<file path="config.mk">
export PLATFORM = sky130hd
export DESIGN_NAME = nand_tree_ctl
export DESIGN_NICKNAME = d
export VERILOG_FILES = /design/src/rtl/ntc_pkg.sv /design/src/rtl/ntc_mode_decode.sv /design/src/rtl/ntc_nand_chain.sv /design/src/rtl/ntc_pad_mux.sv /design/src/rtl/nand_tree_ctl.sv
export SDC_FILE = /design/constraint.sdc
export NUM_CORES = 1
export LEC_CHECK = 0
export BUFFER_PORTS_ARGS = -buffer_cell sky130_fd_sc_hd__buf_4
export CORE_AREA = 2 2 68 70
export DETAILED_ROUTE_END_ITERATION = 8
export DIE_AREA = 0 0 70 72
export PLACE_DENSITY_LB_ADDON = 0.3
export SLEW_MARGIN = 10
export SYNTH_ARGS = -nofsm -noshare
export SYNTH_HDL_FRONTEND = slang
export SYNTH_SLANG_ARGS = --single-unit
</file>
<file path="constraint.sdc">
create_clock -name vclk -period 1.65
set_clock_uncertainty 0.05 [all_clocks]
set_input_delay 0.2475 -clock vclk [all_inputs]
set_output_delay 0.2475 -clock vclk [all_outputs]
set_load 0.02 [all_outputs]
</file>
<file path="src/rtl/ntc_pkg.sv">
package ntc_pkg;

    typedef enum logic [1:0] {
        MODE_NORMAL   = 2'd0,
        MODE_TRISTATE = 2'd1,
        MODE_NAND     = 2'd2
    } test_mode_t;

    typedef struct packed {
        logic hi;
        logic mid;
        logic lo;
    } mode_sel_t;

    localparam int unsigned DEF_NCHAIN    = 32;
    localparam int unsigned DEF_FIRST_PAD = 5;
    localparam int unsigned DEF_MID_STAGE = 15;
    localparam logic [DEF_NCHAIN-1:0] DEF_INV_MASK = 32'hA5A5_0C15;

    // NAND tree wins over tri-state when both encodings are present.
    function automatic test_mode_t decode_mode(input logic te_n, input mode_sel_t s);
        test_mode_t m;
        m = MODE_NORMAL;
        if (!te_n) begin
            if (s.lo || !s.hi)
                m = MODE_NAND;
            else if (s.hi && s.mid && !s.lo)
                m = MODE_TRISTATE;
        end
        return m;
    endfunction

    // Pad visited by a chain stage, walking downward (counter-clockwise).
    function automatic int unsigned ccw_pad(input int unsigned stage,
                                            input int unsigned first,
                                            input int unsigned n);
        return (first + n - (stage % n)) % n;
    endfunction

endpackage

</file>
<file path="src/rtl/ntc_mode_decode.sv">
module ntc_mode_decode
    import ntc_pkg::*;
(
    input  logic       clk,
    input  logic       rst,
    input  logic       te_n,
    input  mode_sel_t  sel,
    output test_mode_t mode
);

    assign mode = decode_mode(te_n, sel);

    AST_TESTEN_IDLE: assert property (@(posedge clk) disable iff (rst)
        te_n |-> (mode == MODE_NORMAL));

    AST_TRI_ENCODING: assert property (@(posedge clk) disable iff (rst)
        (mode == MODE_TRISTATE) |-> (!te_n && sel.hi && sel.mid && !sel.lo));

    AST_LO_SELECTS_NAND: assert property (@(posedge clk) disable iff (rst)
        (!te_n && sel.lo) |-> (mode == MODE_NAND));

endmodule

</file>
<file path="src/rtl/ntc_nand_chain.sv">
module ntc_nand_chain
    import ntc_pkg::*;
#(
    parameter int unsigned NCHAIN    = DEF_NCHAIN,
    parameter int unsigned FIRST_PAD = DEF_FIRST_PAD,
    parameter int unsigned MID_STAGE = DEF_MID_STAGE,
    parameter logic [NCHAIN-1:0] INV_MASK = DEF_INV_MASK
)(
    input  logic              clk,
    input  logic              rst,
    input  logic [NCHAIN-1:0] chain_in,
    output logic              mid_tap,
    output logic              final_out
);

    logic [NCHAIN-1:0] eff;

    // Each stage: NAND of the inverted previous node and its own input,
    // so every node rests at 0 under the all-ones effective stimulus.
    for (genvar k = 0; k < NCHAIN; k++) begin : g_stage
        localparam int unsigned PAD = ccw_pad(k, FIRST_PAD, NCHAIN);
        logic node;
        assign eff[k] = chain_in[PAD] ^ INV_MASK[PAD];
        if (k == 0) begin : g_head
            assign node = ~eff[k];
        end else begin : g_link
            assign node = ~(~g_stage[k-1].node & eff[k]);
        end
    end

    assign mid_tap   = g_stage[MID_STAGE].node;
    assign final_out = g_stage[NCHAIN-1].node;

    AST_MID_TO_FINAL: assert property (@(posedge clk) disable iff (rst)
        mid_tap |-> final_out);

    AST_ALL_HIGH_QUIET: assert property (@(posedge clk) disable iff (rst)
        (&eff) |-> (!final_out && !mid_tap));

    AST_ANY_LOW_FINAL: assert property (@(posedge clk) disable iff (rst)
        (eff != '1) |-> final_out);

endmodule

</file>
<file path="src/rtl/ntc_pad_mux.sv">
module ntc_pad_mux
    import ntc_pkg::*;
#(
    parameter int unsigned NCHAIN = DEF_NCHAIN,
    localparam int unsigned NPAD = NCHAIN + 2
)(
    input  logic            clk,
    input  logic            rst,
    input  test_mode_t      mode,
    input  logic [NPAD-1:0] func_oe,
    input  logic [NPAD-1:0] func_out,
    input  logic            mid_tap,
    input  logic            final_out,
    output logic [NPAD-1:0] pad_oe,
    output logic [NPAD-1:0] pad_out
);

    always_comb begin
        pad_oe  = func_oe;
        pad_out = func_out;
        case (mode)
            MODE_TRISTATE: begin
                pad_oe = '0;
            end
            MODE_NAND: begin
                pad_oe            = '0;
                pad_oe[NCHAIN]    = 1'b1;
                pad_oe[NCHAIN+1]  = 1'b1;
                pad_out[NCHAIN]   = mid_tap;
                pad_out[NCHAIN+1] = final_out;
            end
            default: ;
        endcase
    end

    AST_TRI_DARK: assert property (@(posedge clk) disable iff (rst)
        (mode == MODE_TRISTATE) |-> (pad_oe == '0));

    AST_NAND_OE: assert property (@(posedge clk) disable iff (rst)
        (mode == MODE_NAND) |-> (pad_oe == {2'b11, {NCHAIN{1'b0}}}));

    AST_NAND_OBS: assert property (@(posedge clk) disable iff (rst)
        (mode == MODE_NAND) |-> (pad_out[NCHAIN+1] == final_out && pad_out[NCHAIN] == mid_tap));

    AST_NORMAL_THRU: assert property (@(posedge clk) disable iff (rst)
        (mode == MODE_NORMAL) |-> (pad_oe == func_oe && pad_out == func_out));

endmodule

</file>
<file path="src/rtl/nand_tree_ctl.sv">
module nand_tree_ctl
    import ntc_pkg::*;
#(
    parameter int unsigned NCHAIN    = DEF_NCHAIN,
    parameter int unsigned FIRST_PAD = DEF_FIRST_PAD,
    parameter int unsigned MID_STAGE = DEF_MID_STAGE,
    parameter logic [NCHAIN-1:0] INV_MASK = DEF_INV_MASK,
    localparam int unsigned NPAD = NCHAIN + 2
)(
    input  logic              clk,
    input  logic              rst,
    input  logic              test_en_n,
    input  logic              irq7_sel,
    input  logic              irq6_sel,
    input  logic              irq5_sel,
    input  logic [NCHAIN-1:0] pad_in,
    input  logic [NPAD-1:0]   func_oe,
    input  logic [NPAD-1:0]   func_out,
    output logic [NPAD-1:0]   pad_oe,
    output logic [NPAD-1:0]   pad_out
);

    test_mode_t mode;
    mode_sel_t  sel;
    logic       mid_tap;
    logic       final_out;

    assign sel = '{hi: irq7_sel, mid: irq6_sel, lo: irq5_sel};

    ntc_mode_decode u_decode (
        .clk  (clk),
        .rst  (rst),
        .te_n (test_en_n),
        .sel  (sel),
        .mode (mode)
    );

    ntc_nand_chain #(
        .NCHAIN    (NCHAIN),
        .FIRST_PAD (FIRST_PAD),
        .MID_STAGE (MID_STAGE),
        .INV_MASK  (INV_MASK)
    ) u_chain (
        .clk       (clk),
        .rst       (rst),
        .chain_in  (pad_in),
        .mid_tap   (mid_tap),
        .final_out (final_out)
    );

    ntc_pad_mux #(
        .NCHAIN (NCHAIN)
    ) u_mux (
        .clk       (clk),
        .rst       (rst),
        .mode      (mode),
        .func_oe   (func_oe),
        .func_out  (func_out),
        .mid_tap   (mid_tap),
        .final_out (final_out),
        .pad_oe    (pad_oe),
        .pad_out   (pad_out)
    );

    AST_NAND_LOW_PRIORITY: assert property (@(posedge clk) disable iff (rst)
        (!test_en_n && !irq7_sel && !irq5_sel) |-> (pad_oe[NCHAIN+1] && !pad_oe[0]));

endmodule

</file>
# After elaboration in Yosys (flattened, before gate mapping)
# Cells that the tools add are included.
classes:
  eq_ne: 2
  muxes: 5
  bitwise_logic: 46
  n_reduce_logical: 5
op_table:
  columns: ["op", "count"]
  rows:
  - ["case mux 34 bit (2 select lines)", 1]
  - ["AND 1 bit", 31]
  - ["inverter 1 bit", 15]
  - ["2-to-1 mux 2 bit", 3]
  - ["== test 2 x 1 -> 1 bit (second input constant)", 1]
  - ["== test 2 bit (second input constant)", 1]
  - ["logical AND 1 bit", 2]
  - ["zero test 1 bit", 2]
  - ["logical OR 1 bit", 1]
  - ["2-to-1 mux 1 bit", 1]
word_totals:
  regBits: 0
  inputBits: 106
  output_inout_bits: 68
  elab_cells: 58

# Longest topological paths before layout
logic_depth:
  word_depth: 34
  mapped_depth: 6
  depth_no_buf: 6

# Hierarchy
# From an unflattened synthesis, not the netlist that was laid out.
hier_totals:
  hier_cells: 87
  area_unflattened_um2: 668.1
by_module_without_submodules:
  columns: ["module", "instances", "cells_each", "area_each_um2", "seq_area_each_um2"]
  rows:
  - ["ntc_pad_mux", 1, 73, 556.8, 0.0]
  - ["ntc_nand_chain", 1, 11, 90.1, 0.0]
  - ["ntc_mode_decode", 1, 3, 21.3, 0.0]

# Worst setup path before layout
# No wires, ideal clock.
synth_path:
  path_kind: "in2out"
  start: "input pad_in[21]"
  end: "output pad_out[33]"
  arrival_ns: 1.305
  required_ns: 1.352
  setup_slack_ns: 0.048
  path_stages: 3
  path_buffers: 0
  cell_sequence: "or4b_1 -> nor4_1 -> a41oi_1"
synth_between:
  elab_chain_len: 19
synth_rtl:
  columns: ["element", "line", "source"]
  rows:
  - ["start: declaration", "nand_tree_ctl.sv:16", "input logic [NCHAIN-1:0] pad_in,"]
  - ["inverter 1 bit (no line)", null, null]
  - ["AND 1 bit (16 in series)", "ntc_nand_chain.sv:27", "assign node = ~(~g_stage[k-1].node & eff[k]);"]
  - ["inverter 1 bit", "ntc_nand_chain.sv:27", null]
  - ["2-to-1 mux 2 bit", "ntc_pad_mux.sv:21", "case (mode)"]
  - ["end: declaration", "nand_tree_ctl.sv:20", "output logic [NPAD-1:0] pad_out"]
# No other way between the ends.

# Final worst setup path
layout_path:
  start: "input irq5_sel"
  end: "output pad_oe[11]"
layout_between:
  elab_chain_len: 7
  word_cells_on_any_way: 9
  classes_between: "eq/ne: 2; mux: 4; reduce/logical: 3"
layout_rtl:
  columns: ["element", "line", "source"]
  rows:
  - ["start: declaration", "nand_tree_ctl.sv:15", "input logic irq5_sel,"]
  - ["zero test 1 bit", "ntc_pkg.sv:27", "else if (s.hi && s.mid && !s.lo)"]
  - ["logical AND 1 bit", "ntc_pkg.sv:27", null]
  - ["2-to-1 mux 1 bit", "ntc_pkg.sv:27", null]
  - ["2-to-1 mux 2 bit (*)", "ntc_pkg.sv:25", "if (s.lo || !s.hi)"]
  - ["2-to-1 mux 2 bit (*)", "ntc_pkg.sv:24", "if (!te_n) begin"]
  - ["== test 2 bit or == test 2 x 1 -> 1 bit (tied branches)", "ntc_pad_mux.sv:21", null]
  - ["case mux 34 bit (2 select lines) (*)", "ntc_pad_mux.sv:21", null]
  - ["end: declaration", "nand_tree_ctl.sv:19", "output logic [NPAD-1:0] pad_oe,"]
# Every way passes the cells marked *; elsewhere a longest branch is shown, timed or not.

==> results.toml <==
[power_and_ir_drop]
vdd_drop_max_mv = 0.127
leakage_nw = 0.834
power_density_nw_per_um2 = 366

[synthesis]
synth_top_area_cell = "buf_4"
syn_inst = 91
ys_types = 18
ys_top_cells_by_area = "buf_4, and2_1, nand4b_1"
netlist.area_leader.share_pct = 39.3
synth-seq-area-share_pct = 0
synth.avg_cell_area_um2 = 6.71
synth_nets = 198
yosysWarnings = 0
syn_area_um2 = 611

[die]
die-area_um2 = 5040
die_y_um = 72
rows = 24
start_util_pct = 14.3
core_area_um2 = 4260
die_w_um = 70
pin_count = 174

[timing]
tightest_slew_ns = 0.238
period_share_pct = 103
drv_slew = 0
grt_setup_unrepaired = "yes"
fmax_mhz = 590
holdWs_ns = 0.445
worst_slack_ns = -0.0463
layout_min_cycle_time_ns = 1.70
slew_headroom_pct = 84.1
hold_viol_final = 0
tns_ns = -0.728
setup_viol = 29

[placed_design]
dp_hpwl_mm = 2.63
dp_cells = 218
routabilityCongestion = 0.776
port_buffers = 108

[route]
ant_nets = 0
routed_wl_mm = 3.29
met1_length_mm = 1.06
drt_first_pass_iters = 3
wl_met2_mm = 1.68
drtIter0Drc = 12
drc = 0
wl_met3_um = 501
wire_per_inst_um = 14.8
vias_per_cell = 4.09
num_vias = 908
highest_layer = "met4"

[cells_and_area]
diodes = 0
nClkBuffers = 0
multi_input_area_um2 = 515
fin_nets = 279
fin_cells = 222
design.seq.count = 0
drive_above_1_share_pct = 92.9
areaGrowthSynthToFinish_pct = 166
seq_area_um2 = 0
n_fill_cell = 447

[run_status]
violations = "setup timing"
outcome = "finished with violations"

[worst_hold_path]
hp-class = "input pin to output port"
hold_path_startpoint = "func_out[7]"
whs_path_depth = 0
holdPathEnd = "pad_out[7]"

[global_routing]
grt_usage_pct = 10.0
overflow = 0
grt_max_degree = 35
antenna_found_initial = 0
grt_pass1_vias = 869
grt_pass1_wl_mm = 4.32

[worst_setup_path]
critPathRequiredTime_ns = 1.35
startpoint = "irq5_sel"
crit_type = "input pin to output port"
startpoint_type = "input pin"
end_kind = "output port"
crit_arrival_ns = 1.40
cp_max_fo = 8

[run]
drv_cap = 0
## per-stage QoR
| stage | power (mW) | instance area [um2] | setup slack [ns] | utilization, % |
|---|---|---|---|---|
| 4_1_cts | 0.461 | 1370 | -0.0317 | 32.0 |
| 2_1_floorplan | 0.282 | 611 | 0.0478 | - |
| 3_5_place_dp | 0.426 | 1260 | -0.153 | 29.6 |
| 6_report | 0.595 | 1630 | -0.0463 | 38.1 |
| 5_1_grt | 0.629 | 1630 | -0.112 | 38.1 |
| 3_3_place_gp | 0.425 | 1260 | -0.149 | 29.6 |
## cell type report
| class | instances | area share, % |
|---|---|---|
| multi-input combinational | 56 | 31.7 |
| timing repair buffer | 114 | 64.3 |
| tap | 52 | 4.00 |
## Yosys cell counts (3+ instances only)
| library cell | instances |
|---|---|
| buf_4 | 32 |
| nand4b_1 | 4 |
| clkbuf_1 | 3 |
| nor2_1 | 4 |
| and2_1 | 32 |
| nand2_1 | 4 |
## critical path: stages
cell	delay [ns]
buf_6	0.09
nor2b_4	0.13
nand3b_1	0.13
ha_4	0.37
clkbuf_16	0.18
and2_4	0.14
buf_6	0.11
## kinds of logic (layout without fill, tap and decap cells)
kind of cell | after synthesis | in the layout | share of synthesized area, %
fa+ha+maj | 1 | 1 | 2.05
simple gates | 53 | 53 | 54.3
buf+inv | 35 | 114 | 41.2
compound gates | 2 | 2 | 2.46
## placed cells by master (no fill, tap or decap)
| cell | Yosys | routed |
|---|---|---|
| or4b_1 | 1 | 1 |
| nor4_2 | 0 | 1 |
| nor2_2 | 0 | 1 |
| nand3b_1 | 1 | 1 |
| and2_4 | 0 | 32 |
| nand4_1 | 1 | 1 |
| nand4bb_1 | 1 | 1 |
| nand4b_1 | 4 | 4 |
| nand2b_4 | 0 | 1 |
| nor2b_4 | 0 | 1 |
| nor3b_1 | 1 | 1 |
| nor3_2 | 0 | 1 |
| nor2_1 | 4 | 1 |
| clkbuf_16 | 0 | 2 |
| a41oi_1 | 1 | 1 |
| buf_6 | 0 | 38 |
| a31oi_1 | 1 | 1 |
| ha_4 | 0 | 1 |
| nand2_4 | 0 | 2 |
| nor2_4 | 0 | 2 |
| nand2_2 | 0 | 2 |
| buf_4 | 32 | 73 |
| buf_12 | 0 | 1 |
## routing by layer
layer	GRT usage (%)	vias to the layer above
li1	-	422
met3	4.72	8
met1	10.1	390
met5	0	-
met4	1.71	0
met2	19.2	88
## power by group
| part | internal, mW | leakage [nW] | switching, mW |
|---|---|---|---|
| clock network | 0 | 0 | 0 |
| logic | 0.370 | 0.834 | 0.225 |
| registers | 0 | 0 | 0 |
| total | 0.370 | 0.834 | 0.225 |
## worst max path at each step
stage	cells past startpoint	slack [ns]	endpoint
floorplan	3	0.05	pad_out[33]
global placement	5	-0.15	pad_out[33]
detailed placement	5	-0.15	pad_out[33]
CTS	7	-0.03	pad_oe[25]
global route	8	-0.11	pad_out[33]
finish	7	-0.05	pad_oe[11]
## repair_timing
item	CTS	global route
setup buffers	1	0
gates resized for setup	25	60
pin swaps	7	6
endpoints found under the setup margin	36	36
gates cloned	0	4
hold buffers	0	0
hold endpoints to repair	0	0
(Power assumes the default switching activity.)
